--- src/rtl/fm_depth_cal_pkg.sv ---
package fm_depth_cal_pkg;

  typedef enum logic [2:0] {
    ST_IDLE,
    ST_CENTRE,
    ST_TRIAL,
    ST_PEAK,
    ST_JUDGE,
    ST_DONE
  } calState_t;

  typedef struct packed {
    logic clear;       // restart window counters
    logic count;       // accumulate edges this cycle
    logic takeCentre;  // latch centre count
    logic takePeak;    // latch peak count, offset and difference
    logic applyTrial;  // set trial bit in the code
    logic judge;       // keep or drop trial bit, move to next bit
    logic resetDac;    // clear code and point at MSB
  } calStrobe_t;

endpackage

--- src/rtl/fm_depth_cal_dp.sv ---
module fm_depth_cal_dp
  import fm_depth_cal_pkg::*;
#(
  parameter int WINDOW  = 1024,
  parameter int COUNT_W = 12,
  parameter int EDGE_W  = 3,
  parameter int DAC_W   = 8
) (
  input  logic                      clk,
  input  logic                      rstN,
  input  calStrobe_t                stb,
  input  logic [1:0]                depthSel,
  input  logic [EDGE_W-1:0]         oscEdges,
  output logic                      winLast,
  output logic                      winOvf,
  output logic                      lastBit,
  output logic [DAC_W-1:0]          dacCode,
  output logic [COUNT_W-1:0]        measCount,
  output logic signed [COUNT_W:0]   offsetCount,
  output logic signed [COUNT_W+1:0] diffCount
);

  localparam int WIN_W = (WINDOW > 1) ? $clog2(WINDOW) : 1;

  logic [WIN_W-1:0]          winCnt;
  logic [COUNT_W:0]          acc;
  logic [COUNT_W:0]          accNext;
  logic                      ovfSeen;
  logic [COUNT_W-1:0]        centre;
  logic [DAC_W-1:0]          trialMask;
  logic [COUNT_W-1:0]        tBase;
  logic [COUNT_W+1:0]        target;
  logic signed [COUNT_W:0]   offsetNext;
  logic signed [COUNT_W+1:0] diffNext;

  assign accNext = acc + {{(COUNT_W+1-EDGE_W){1'b0}}, oscEdges};
  assign winLast = (winCnt == WIN_W'(WINDOW - 1));
  assign winOvf  = ovfSeen | accNext[COUNT_W];
  assign lastBit = trialMask[0];

  // target: roughly 2 % of the centre count, scaled by depth code
  assign tBase = (centre >> 6) + (centre >> 8) + (centre >> 11);
  always_comb begin
    case (depthSel)
      2'd1:    target = {2'b00, tBase};
      2'd2:    target = {1'b0, tBase, 1'b0};
      2'd3:    target = {2'b00, tBase} + {1'b0, tBase, 1'b0};
      default: target = '0;
    endcase
  end

  assign offsetNext = $signed({1'b0, accNext[COUNT_W-1:0]}) - $signed({1'b0, centre});
  assign diffNext   = {offsetNext[COUNT_W], offsetNext} - $signed(target);

  always_ff @(posedge clk or negedge rstN) begin
    if (!rstN) begin
      winCnt  <= '0;
      acc     <= '0;
      ovfSeen <= 1'b0;
    end else if (stb.clear) begin
      winCnt  <= '0;
      acc     <= '0;
      ovfSeen <= 1'b0;
    end else if (stb.count) begin
      winCnt <= winCnt + 1'b1;
      if (accNext[COUNT_W]) ovfSeen <= 1'b1;
      else                  acc     <= accNext;
    end
  end

  always_ff @(posedge clk or negedge rstN) begin
    if (!rstN) begin
      centre      <= '0;
      measCount   <= '0;
      offsetCount <= '0;
      diffCount   <= '0;
    end else if (stb.takeCentre) begin
      centre    <= accNext[COUNT_W-1:0];
      measCount <= accNext[COUNT_W-1:0];
    end else if (stb.takePeak) begin
      measCount   <= accNext[COUNT_W-1:0];
      offsetCount <= offsetNext;
      diffCount   <= diffNext;
    end
  end

  always_ff @(posedge clk or negedge rstN) begin
    if (!rstN) begin
      dacCode   <= '0;
      trialMask <= '0;
    end else if (stb.resetDac) begin
      dacCode   <= '0;
      trialMask <= {1'b1, {(DAC_W-1){1'b0}}};
    end else if (stb.applyTrial) begin
      dacCode <= dacCode | trialMask;
    end else if (stb.judge) begin
      if (diffCount > 0) dacCode <= dacCode & ~trialMask;
      trialMask <= trialMask >> 1;
    end
  end

endmodule

--- src/rtl/fm_depth_cal_ctl.sv ---
module fm_depth_cal_ctl
  import fm_depth_cal_pkg::*;
(
  input  logic       clk,
  input  logic       rstN,
  input  logic       cfgWrite,
  input  logic       cfgEnable,
  input  logic [1:0] cfgDepth,
  input  logic       cfgRate,
  input  logic       winLast,
  input  logic       winOvf,
  input  logic       lastBit,
  output calStrobe_t stb,
  output logic       gateOn,
  output logic       modPeak,
  output logic [1:0] modDepth,
  output logic       modRate,
  output logic       calStatus,
  output logic       calDone
);

  calState_t state;
  logic      startRun;
  logic      idleCycle;

  assign startRun  = cfgWrite && cfgEnable && (cfgDepth != 2'd0);
  assign idleCycle = !cfgWrite;

  always_comb begin
    stb            = '0;
    stb.clear      = startRun || (idleCycle && state == ST_TRIAL);
    stb.resetDac   = startRun;
    stb.count      = idleCycle && (state == ST_CENTRE || state == ST_PEAK);
    stb.takeCentre = idleCycle && state == ST_CENTRE && winLast && !winOvf;
    stb.takePeak   = idleCycle && state == ST_PEAK && winLast && !winOvf;
    stb.applyTrial = idleCycle && state == ST_TRIAL;
    stb.judge      = idleCycle && state == ST_JUDGE;
  end

  assign gateOn  = (state == ST_CENTRE) || (state == ST_PEAK);
  assign modPeak = (state == ST_PEAK);

  always_ff @(posedge clk or negedge rstN) begin
    if (!rstN) begin
      state     <= ST_IDLE;
      calStatus <= 1'b0;
      calDone   <= 1'b0;
      modDepth  <= 2'd0;
      modRate   <= 1'b0;
    end else if (cfgWrite) begin
      modDepth <= cfgDepth;
      modRate  <= cfgRate;
      calDone  <= cfgEnable && (cfgDepth == 2'd0);
      if (!cfgEnable) begin
        state     <= ST_IDLE;
        calStatus <= 1'b0;
      end else if (cfgDepth == 2'd0) begin
        state     <= ST_DONE;
        calStatus <= 1'b0;
      end else begin
        state     <= ST_CENTRE;
        calStatus <= 1'b1;
      end
    end else begin
      case (state)
        ST_CENTRE, ST_PEAK: begin
          if (winLast) begin
            if (winOvf) begin
              state     <= ST_IDLE;
              calStatus <= 1'b0;
            end else begin
              state <= (state == ST_CENTRE) ? ST_TRIAL : ST_JUDGE;
            end
          end
        end
        ST_TRIAL: state <= ST_PEAK;
        ST_JUDGE: begin
          if (lastBit) begin
            state   <= ST_DONE;
            calDone <= 1'b1;
          end else begin
            state <= ST_TRIAL;
          end
        end
        default: state <= state;
      endcase
    end
  end

endmodule

--- src/rtl/fm_depth_cal.sv ---
module fm_depth_cal
  import fm_depth_cal_pkg::*;
#(
  parameter int WINDOW  = 1024,
  parameter int COUNT_W = 12,
  parameter int EDGE_W  = 3,
  parameter int DAC_W   = 8
) (
  input  logic                      clk,
  input  logic                      rstN,
  input  logic                      cfgWrite,
  input  logic                      cfgEnable,
  input  logic [1:0]                cfgDepth,
  input  logic                      cfgRate,
  input  logic [EDGE_W-1:0]         oscEdges,
  output logic                      gateOn,
  output logic                      modPeak,
  output logic [1:0]                modDepth,
  output logic                      modRate,
  output logic [DAC_W-1:0]          dacCode,
  output logic                      calStatus,
  output logic                      calDone,
  output logic [COUNT_W-1:0]        measCount,
  output logic signed [COUNT_W:0]   offsetCount,
  output logic signed [COUNT_W+1:0] diffCount
);

  calStrobe_t stb;
  logic       winLast;
  logic       winOvf;
  logic       lastBit;

  fm_depth_cal_ctl u_ctl (
    .clk       (clk),
    .rstN      (rstN),
    .cfgWrite  (cfgWrite),
    .cfgEnable (cfgEnable),
    .cfgDepth  (cfgDepth),
    .cfgRate   (cfgRate),
    .winLast   (winLast),
    .winOvf    (winOvf),
    .lastBit   (lastBit),
    .stb       (stb),
    .gateOn    (gateOn),
    .modPeak   (modPeak),
    .modDepth  (modDepth),
    .modRate   (modRate),
    .calStatus (calStatus),
    .calDone   (calDone)
  );

  fm_depth_cal_dp #(
    .WINDOW  (WINDOW),
    .COUNT_W (COUNT_W),
    .EDGE_W  (EDGE_W),
    .DAC_W   (DAC_W)
  ) u_dp (
    .clk         (clk),
    .rstN        (rstN),
    .stb         (stb),
    .depthSel    (modDepth),
    .oscEdges    (oscEdges),
    .winLast     (winLast),
    .winOvf      (winOvf),
    .lastBit     (lastBit),
    .dacCode     (dacCode),
    .measCount   (measCount),
    .offsetCount (offsetCount),
    .diffCount   (diffCount)
  );

endmodule

--- config.mk ---
export PLATFORM = sky130hd
export DESIGN_NAME = fm_depth_cal
export DESIGN_NICKNAME = d
export VERILOG_FILES = /design/src/rtl/fm_depth_cal_pkg.sv /design/src/rtl/fm_depth_cal_dp.sv /design/src/rtl/fm_depth_cal_ctl.sv /design/src/rtl/fm_depth_cal.sv
export SDC_FILE = /design/constraint.sdc
export NUM_CORES = 1
export LEC_CHECK = 0
export ABC_AREA = 1
export BUFFER_PORTS_ARGS = -buffer_cell sky130_fd_sc_hd__buf_2
export CAP_MARGIN = 20
export CORE_ASPECT_RATIO = 1.25
export CORE_MARGIN = 4
export CORE_UTILIZATION = 30
export CTS_BUF_LIST = sky130_fd_sc_hd__clkbuf_8
export CTS_CLUSTER_DIAMETER = 80
export CTS_CLUSTER_SIZE = 20
export DETAILED_ROUTE_END_ITERATION = 8
export PLACE_DENSITY = 0.48
export SLEW_MARGIN = 20
export SYNTH_ARGS = -nofsm -noshare
export SYNTH_HDL_FRONTEND = slang
export SYNTH_SLANG_ARGS = --single-unit
--- constraint.sdc ---
create_clock -name clk -period 5.8 [get_ports clk]
set_clock_uncertainty 0.1 [all_clocks]
set_input_delay 0.58 -clock clk [delete_from_list [all_inputs] [get_ports clk]]
set_output_delay 0.58 -clock clk [all_outputs]
set_load 0.02 [all_outputs]
* After elaboration in Yosys (flattened, before gate mapping) *
Index checks and enable logic that the tools add are counted.

cells by class
  add/sub/neg operators = 7
  magnitude comparators = 1
  eq/ne operators = 11
  multiplexer cells = 35
  bitwise logic cells = 5
  reduce and logical (&&, ||, !) cells = 39

operators with widths
  operator                                                                           count
  8-bit 2-to-1 mux                                                                   7
  14-bit case mux with 3 select lines                                                1
  13-bit 2-to-1 mux                                                                  3
  12-bit 2-to-1 mux                                                                  2
  3-bit 2-to-1 mux                                                                   7
  10-bit 2-to-1 mux                                                                  2
  2-bit nonzero test                                                                 10
  12-bit by 13-bit adder with 14-bit output                                          1
  14-bit by 1-bit greater-than comparator with 1-bit output (second input constant)  1
  2-bit AND reduction                                                                7
  14-bit subtractor                                                                  1
  13-bit by 3-bit adder with 13-bit output                                           1
  12-bit by 12-bit subtractor with 13-bit output                                     1
  12-bit by 1-bit adder with 12-bit output                                           1
  1-bit logical AND                                                                  12
  1-bit 2-to-1 mux                                                                   12
  10-bit by 1-bit adder with 10-bit output (second input constant)                   1
  10-bit equality test (second input constant)                                       1
  3-bit case mux with 3 select lines                                                 1
  8-bit bitwise AND                                                                  1
  8-bit inverter                                                                     1
  8-bit bitwise OR                                                                   1
  6-bit by 4-bit adder with 7-bit output                                             1
  3-bit by 2-bit equality test with 1-bit output (second input constant)             2
  other kinds (16)                                                                   20

word-level totals
  register bits = 99
  input bits = 10
  output and inout port bits = 54
  logic and storage cells = 112

* Longest topological paths before layout *
Gate-level depths: netlist of run 1.

  depth after elaboration = 6
  mapped depth = 33
  gate-level depth less buffers = 33

* Modules after synthesis *
Synthesis of run 1 repeated with hierarchy kept, for this count alone.

second synthesis, totals
  cells, all modules = 794
  area total of the unflattened synthesis = 6139.6 um^2

modules (own cells, without submodules)
  module            instances  cells each  area each (um^2)
  fm_depth_cal_dp   1          719         5645.4
  fm_depth_cal_ctl  1          75          494.2

* Worst setup path after synthesis of run 1 *
No wires, ideal clock.

  path type = register -> register
  from = reg u_dp.centre[8]
  to = reg u_dp.diffCount[12]
  library setup time = 0.065 ns
  arrival = 3.934 ns
  path slack = 1.701 ns
  cell stages (with the launch flop) = 32
  path buffers = 0
  clock period less this slack = 4.099 ns
  cells stage by stage = dfrtp_1 -> ha_1 -> fa_1 -> ha_1 -> inv_1 -> nor2_2 -> inv_1 -> nand2_1 -> inv_1 -> ha_1 -> a21oi_1 -> inv_1 -> a31oi_1 -> nor2_1 -> nand2_1 -> nand2_1 -> nand2_1 -> nand3_1 -> nand3_1 -> inv_1 -> ha_1 -> nand2_1 -> inv_1 -> a21oi_1 -> nand3_1 -> nand2_1 -> nand2_1 -> a21oi_1 -> nand2_1 -> o21ai_1 -> nand3_1 -> nand2_1

on the way
  cells in the longest elaborated chain, start to end = 5
  elaborated cells on any way between the ends = 6
  classes of those cells = 5 x add/sub; 1 x mux

RTL lines
  element                                    RTL line               RTL
  start, declared                            fm_depth_cal_dp.sv:29  logic [COUNT_W-1:0] centre;
  start signal, assigned                     fm_depth_cal_dp.sv:78  centre <= accNext[COUNT_W-1:0];
  6-bit by 4-bit adder with 7-bit output     fm_depth_cal_dp.sv:42  assign tBase = (centre >> 6) + (centre >> 8) + (centre >> 11);
  12-bit by 1-bit adder with 12-bit output   fm_depth_cal_dp.sv:42
  12-bit by 13-bit adder with 14-bit output  fm_depth_cal_dp.sv:47  2'd3: target = {2'b00, tBase} + {1'b0, tBase, 1'b0};
  14-bit case mux with 3 select lines        fm_depth_cal_dp.sv:44  case (depthSel)
  14-bit subtractor *                        fm_depth_cal_dp.sv:53  assign diffNext = {offsetNext[COUNT_W], offsetNext} - $signed(target);
  end signal, assigned                       fm_depth_cal_dp.sv:83  diffCount <= diffNext;
  end, declared                              fm_depth_cal_dp.sv:20  output logic signed [COUNT_W+1:0] diffCount

Mark *: on every way between the ends. The rest lies on a longest branch, timed or not.
A chain may end at the register's enable or synchronous reset.

* Worst setup path after layout of run 1 *
  from = reg u_dp.centre[6]
  to = reg u_dp.diffCount[12]

The elaborated chain is that of the path after synthesis.

==> qor.txt, run 1 <==
Result of the run -> completed
Combinational group share of total power -> 30.7%
Overall via count from detail_route -> 5226
Core Rows -> 58
Post-CTS repair timing setup buffer count -> 0
Seq pwr share -> 43.0%
Die Outline Area -> 0.02286 mm²
Total internal power -> 1082 µW
WP data required -> 6.04 ns
Share of the cycle needed by the critical path after routing -> 77.93%
Net switching component of the power -> 680.9 µW
Buffers added on ports -> 63
Worst path max stage delay -> 0.51 ns
Global-route wire length before repair -> 27.34 mm
Multi-input combinational cell area -> 0.003199 mm²
Via count of the first global-routing pass -> 5412
Final routed DRC violation total -> 0
Highest ir drop seen on vdd -> 102.1 µV
Pin count of the biggest net entering global routing -> 56
Global router's overall resource usage -> 15.05%
Number of hold buffers added after CTS -> 0
Reg2reg setup slack -> 1.28 ns
Reg-to-reg critical path endpoint -> u_dp.diffCount[12]
Design area -> 0.006967 mm²
Arrival time of data at the critical path endpoint -> 4.76 ns
Accumulated negative setup slack -> 0 ns
Initial antenna violation count -> 0
Post-layout net count -> 899
Final setup vio count -> 0
I/O pin count -> 64
Antenna diode instance count -> 0
Combined buffer and inverter count along the critical path -> 3
Number of synthesized register bits -> 98
Wirelength, routed -> 16.14 mm
Slowest stage cell on the critical path -> fa_1
Cell area after placement -> 0.006761 mm²
Die span in x -> 136.0 µm
Synth Cell Area -> 0.006147 mm²
Count of flip-flops with a built-in enable after synthesis -> 0
TritonCTS buffer count -> 9
Total clock sinks -> 98
Delay-heaviest family, CP -> adder cells
Cell type with the highest aggregate area in the netlist -> dfrtp_1
Startpoint of the lowest-slack register-to-register path -> u_dp.centre[6]
Relative area change from synthesis to final layout -> 13.33%
Syn_area_per_cell -> 7.911 µm²
FF/Latch Area -> 0.002452 mm²
Slew Limit Fails -> 0
Count of mapped cells out of synthesis -> 777
Cells on worst reg2reg path -> 25
Routed wire per std cell -> 14.42 µm
Type of the setup path with the least slack -> register to register
Clock network fraction of design power -> 26.4%
Per-cell via count in the routed design -> 4.670
Final count of hold timing violations -> 0
Normalized max-slew margin -> 49.36%
Root Buffer -> clkbuf_8
CP Max Fanout -> 6
Switching Fraction -> 38.62%
Initial DRT Pass Iterations -> 4
Maximum clock insertion buffer count -> 2
CORE AREA -> 0.02017 mm²
Clock network latency to the later pin of the worst-skew pair -> 0.39 ns
Critical Path Source Type -> register
Synth cell types -> 45
Hold crit path type -> primary input to asynchronous set/reset pin
Endpoint type of the worst setup path -> register
Cell leakage power -> 0.003493 µW
H-tree depth reported by CTS -> 3
Worst hold slack -> 0.1499 ns
Commonest register cell after synthesis -> dfrtp_1
Clock period minus worst slack -> 4.520 ns
Y dimension of the die -> 168.0 µm
Yosys warns -> 0
Max Clock Freq -> 0.2212 GHz
Filler Cell Count -> 2186
Max-Cap Viols -> 0
Most used cell, CP -> nand2_1
Total power per unit cell area -> 253.1 mW/mm²
Fraction of the yosys area taken by sequential cells -> 39.89%
Layout cells sized above 1 -> 16.96%
Initial core utilization -> 30.47%
Area share of the largest cell type after synthesis -> 39.89%
Iteration-0 DRC count of the detailed router -> 193
Actual slew at the worst max-slew pin -> 0.7579 ns
Fraction of registers with async set/reset -> 100.0%
Unrepaired setup endpoints after global routing -> no
Final RePlAce weighted congestion -> 0.8608
TritonCTS clock tree -> built
Cells taking the most area after synthesis -> dfrtp_1 40%, nand2_1 10%, ha_1 8.1%
Antenna Violating Nets Remaining -> 0
HPWL after DPL -> 12.63 mm
Post-cts gate resize count -> 0
Remaining global-route overflow -> 0
Design Power -> 1763 µW
Reg clk slew, reported paths -> 0.11 ns
[per-layer routing]
layer	GRT usage, %	vias up	wire [µm]
met5	0	-	0
met4	5.787	0	377
met3	3.108	24	619
met2	26.67	65	8320
met1	17.70	2438	6823
li1	-	2699	-
[registers in the layout, summed over array words and instances, names as in the netlist]
signal and count:
u_ctl.state 3, u_dp.dacCode 8, u_ctl.modDepth 2, u_dp.offsetCount 13, u_dp.centre 12, u_dp.diffCount 14, u_dp.trialMask 8, u_dp.winCnt 10
u_ctl.modRate 1, u_dp.measCount 12, u_dp.acc 12, u_ctl.calStatus 1, u_ctl.calDone 1, u_dp.ovfSeen 1
[power by group through the flow]
stage	registers (µW)	logic (µW)	clock network, µW
5_1_grt	765	623	517
6_report	758	541	465
2_1_floorplan	781	367	0
3_5_place_dp	772	548	0
3_3_place_gp	771	551	0
4_1_cts	759	551	489
[worst max path at each step]
stage                     cells after the start  slack (ns)                  to      startpoint
after detailed placement                     24        1.16  u_dp.diffCount[11]     oscEdges[2]
after global placement                       24        1.19  u_dp.diffCount[11]     oscEdges[2]
after global routing                         31        0.82  u_dp.diffCount[12]  u_dp.centre[6]
final                                        25        1.28  u_dp.diffCount[12]  u_dp.centre[6]
after floorplan                              31        1.70  u_dp.diffCount[12]  u_dp.centre[8]
after CTS                                    25        1.33  u_dp.diffCount[12]  u_dp.centre[6]
[placed cells by master, fill, tap and decap left out, types with 3 or more instances in the layout]
cell type,netlist,final
a21oi_1,44,44
a31oi_1,3,3
buf_2,6,62
buf_4,1,4
clkbuf_8,0,9
dfrtp_1,98,98
fa_1,5,5
ha_1,40,40
inv_1,100,100
inv_2,14,14
nand2_1,168,168
nand2_2,16,16
nand3_1,43,43
nand3_2,3,3
nand4_1,9,9
nor2_1,51,51
nor2_2,7,7
nor2_4,4,4
nor3_1,8,8
nor3_2,4,4
nor4_1,5,5
o211ai_1,3,3
o21ai_0,68,68
o21ai_1,8,8
o21ai_2,11,11
o22ai_1,11,11
xnor2_1,12,12
xor2_1,11,11
[cell type report]
type	count	share of cell area, %
tap	270	4.849
multi-input combinational	554	45.92
timing repair buffer	66	4.885
sequential	98	35.20
inverter	115	6.196
clock inverter	7	1.167
clock buffer	9	1.778
[synthesized netlist by cell type (2+ instances only)]
library cell,n
a31oi_1,3
a221oi_1,2
ha_1,40
a21o_1,2
a211oi_1,2
inv_2,14
nand3_1,43
o211ai_1,3
o221ai_1,2
buf_6,2
o22ai_1,11
nor2_2,7
a21oi_1,44
nor2_4,4
o21ai_0,68
nand2_2,16
nor2_1,51
buf_2,6
nand3_2,3
o2111ai_1,2
nor4_1,5
dfrtp_1,98
o21ai_2,11
nand2_1,168
o21ai_1,8
nand4_1,9
xnor2_1,12
nor3_1,8
nor3_2,4
fa_1,5
xor2_1,11
inv_1,100
[per-stage QoR]
step | instances | setup slack [ns] | util (%)
after global placement | 1103 | 1.191 | 33.52
final | 1119 | 1.280 | 34.53
after CTS | 1119 | 1.327 | 34.53
after detailed placement | 1103 | 1.165 | 33.52
after global routing | 1119 | 0.8161 | 34.53
after floorplan | 778 | 1.701 | -
[cells by family (layout without fill, tap and decap cells)]
group / Yosys count / in the layout / share of synthesized area [%]
AOI/OAI and AO/OA: 160 / 160 / 14.74
xor gates and xnor gates: 24 / 24 / 3.542
adders and majority gates: 45 / 45 / 9.770
buffers and inverters: 126 / 197 / 8.121
DFF: 98 / 98 / 39.89
other: 1 / 2 / 0.06100
and+or+nand+nor: 323 / 323 / 23.88
No activity file was read; power rests on OpenSTA's default activity.
==> run 2: changes to the inputs <==
--- a/config.mk
+++ b/config.mk
@@ -15,7 +15,7 @@
 export CTS_CLUSTER_DIAMETER = 80
 export CTS_CLUSTER_SIZE = 20
 export DETAILED_ROUTE_END_ITERATION = 8
-export PLACE_DENSITY = 0.48
+export PLACE_DENSITY = 0.5
 export SLEW_MARGIN = 20
 export SYNTH_ARGS = -nofsm -noshare
 export SYNTH_HDL_FRONTEND = slang
==> constraint.sdc (replaced) <==
create_clock -name clk -period 4 [get_ports clk]
set_clock_uncertainty 0.1 [all_clocks]
set_input_delay 0.4 -clock clk [delete_from_list [all_inputs] [get_ports clk]]
set_output_delay 0.4 -clock clk [all_outputs]
set_load 0.02 [all_outputs]
==> run 2 against run 1 <==
Against the previous run: the run now ends with setup timing left; via count grew 7.7%; worst hold slack worse by 0.11 ns; global-route usage is 0.066 points higher; first-iteration DRC count is 15% higher; sequential power is 45% higher; combinational power is 82% higher; core utilization up 4.7 points; largest power group unchanged; highest routed layer unchanged.
==> qor.txt, run 2 (synthesized netlist as in run 1, its figures left out) <==
Result of the run -> finished, violations left
Violations in the final reports -> setup timing
Design Power -> 2755 µW (+56%)
Clock network latency to the later pin of the worst-skew pair -> 0.39 ns (about the same)
Register with the most flip-flops -> u_dp.diffCount
Slew Limit Fails -> 0 (unchanged)
Commonest non-fill, non-tap cell in the layout -> nand2_1
Number of hold buffers added after CTS -> 0 (unchanged)
Endpoint type of the worst setup path -> register
Initial core utilization -> 30.47% (unchanged)
Final setup vio count -> 7 (+7)
Post-layout net count -> 991 (+10%)
Total power per unit cell area -> 347.8 mW/mm² (+37%)
Clock period minus worst slack -> 4.223 ns (-0.2968 ns)
Normalized max-slew margin -> 37.98% (-11 points)
Highest ir drop seen on vdd -> 176.7 µV (+73%)
Overall via count from detail_route -> 5626 (+7.7%)
HPWL after DPL -> 12.78 mm (+1.2%)
H-tree depth reported by CTS -> 3 (unchanged)
Initial DRT Pass Iterations -> 4 (unchanged)
Placed Instances -> 1183 (+7.3%)
TritonCTS buffer count -> 9 (unchanged)
Remaining global-route overflow -> 0 (unchanged)
Final Util -> 39.26% (+4.7 points)
Root Buffer -> clkbuf_8
Max reg flops -> 14 (unchanged)
Die Outline Area -> 0.02286 mm² (unchanged)
Arrival time of data at the critical path endpoint -> 4.41 ns (-0.35 ns)
Via count of the first global-routing pass -> 5638 (+4.2%)
Design area -> 0.007921 mm² (+14%)
Actual slew at the worst max-slew pin -> 0.9303 ns (+0.1725 ns)
Max-Cap Viols -> 0 (unchanged)
Die span in x -> 136.0 µm (unchanged)
Most frequent cells in the layout -> 161 x nand2_1, 98 x dfrtp_1, 95 x buf_4
Antenna Violating Nets Remaining -> 0 (unchanged)
CP Max Fanout -> 3 (-3)
Buffers added on ports -> 63 (unchanged)
Type of the setup path with the least slack -> register to register
Hold crit path type -> primary input to asynchronous set/reset pin
Wirelength, routed -> 16.78 mm (+4.0%)
Final count of hold timing violations -> 0 (unchanged)
WP data required -> 4.19 ns (-1.85 ns)
Routed wire per std cell -> 13.85 µm (-3.9%)
Final RePlAce weighted congestion -> 0.8370 (-2.8%)
Iteration-0 DRC count of the detailed router -> 222 (+15%)
TritonCTS clock tree -> built
Cell leakage power -> 0.003952 µW (+13%)
Slowest stage cell on the critical path -> fa_2
Share of the cycle needed by the critical path after routing -> 105.6% (+28 points)
Per-cell via count in the routed design -> 4.646 (-0.52%)
Global router's overall resource usage -> 15.12% (+0.066 points)
Pin count of the biggest net entering global routing -> 71 (+27%)
Cells on worst reg2reg path -> 25 (unchanged)
Max Clock Freq -> 0.2368 GHz (+7.0%)
Maximum clock insertion buffer count -> 2 (unchanged)
Final routed DRC violation total -> 0 (unchanged)
Unrepaired setup endpoints after global routing -> yes
I/O pin count -> 64 (unchanged)
CORE AREA -> 0.02017 mm² (unchanged)
Worst path max stage delay -> 0.62 ns (+0.11 ns)
Y dimension of the die -> 168.0 µm (unchanged)
Relative area change from synthesis to final layout -> 28.86%
Critical Path Source Type -> register
Initial antenna violation count -> 0 (unchanged)
Antenna diode instance count -> 0 (unchanged)
Post-layout instance count excluding filler cells -> 1211 (+8.2%)
Global-route wire length before repair -> 27.94 mm (+2.2%)
Reg clk slew, reported paths -> 0.12 ns (about the same)
Layout cells sized above 1 -> 29.97% (+13 points)
Largest registers in the final layout -> u_dp.diffCount (14), u_dp.offsetCount (13)
Core Rows -> 58 (unchanged)
Total clock sinks -> 98 (unchanged)
Filler Cell Count -> 2157 (-1.3%)
Accumulated negative setup slack -> -0.7341 ns (-0.7341 ns)
Slack of the critical path -> -0.2232 ns (-1.503 ns)
Cell area after placement -> 0.007383 mm² (+9.2%)
[run 2: cell types whose count changed in the layout (fill, tap and decap cells not counted), sizes merged]
cell / previous run / this run
inv: 118 / 119
buf: 66 / 158
clkinv: 4 / 3
[run 2: path summary, 6_finish.rpt]
kind / endpoint / start / slack [ns]
worst max-delay path: u_dp.diffCount[12] / u_dp.centre[8] / -0.22
worst min-delay path: u_dp.measCount[2] / rstN / 0.04
worst max register to register: u_dp.diffCount[12] / u_dp.centre[8] / -0.22
worst min register to register: u_dp.offsetCount[7] / u_dp.offsetCount[7] / 0.39
max in group asynchronous: u_dp.trialMask[7] / rstN / 2.95
min in group clk: u_ctl.modDepth[1] / cfgDepth[1] / 0.13
[run 2: layer usage]
| metal | GRT usage, % | vias to the layer above | wire (µm) |
|---|---|---|---|
| met5 | 0 | - | 0 |
| met4 | 5.349 | 0 | 371 |
| met3 | 2.122 | 19 | 464 |
| met2 | 26.26 | 77 | 8467 |
| met1 | 19.06 | 2658 | 7475 |
| li1 | - | 2872 | - |
[run 2: worst max-delay path, delay by kind of cell, from the launching register on]
family | cells | cell delay (ns)
adders and majority gates | 5 | 1.69
AOI/OAI and AO/OA | 7 | 0.94
and+or+nand+nor | 8 | 0.63
DFF | 1 | 0.40
buffers and inverters | 4 | 0.27
xor gates and xnor gates | 1 | 0.12
[run 2: final cells by class]
cell class	count	area, µm²	share of cell area, %
Timing Repair Buffer	158	1035	13.06
Clock buffer	9	123.9	1.564
Sequential cell	98	2452	30.96
Tap cell	270	337.8	4.265
Multi-Input combinational cell	554	3472	43.83
Clock inverter	7	66.31	0.8372
Inverter	115	434.2	5.481
[run 2: what timing repair did]
| action | in CTS | in global routing |
|---|---|---|
| pin swaps | 11 | 26 |
| endpoints found under the setup margin | 6 | 9 |
| buffers inserted | 5 | 8 |
| resized for setup | 19 | 38 |
| hold endpoints to repair | 0 | 0 |
| gates cloned | 0 | 0 |
[run 2: through the flow]
stage / setup slack [ns] / hold slack (ns)
floorplan: 0.01763 / 0.004409
global placement: -0.1705 / 0.3622
detailed placement: -0.2883 / 0.3622
CTS: -0.1882 / 0.06695
global route: -0.4712 / 0.1089
finish: -0.2232 / 0.04291
[run 2: report_power, final]
part           switching (µW)  internal [µW]
Sequential               50.9           1050
Clock                     424            245
Combinational             561            426
Total                    1040           1720
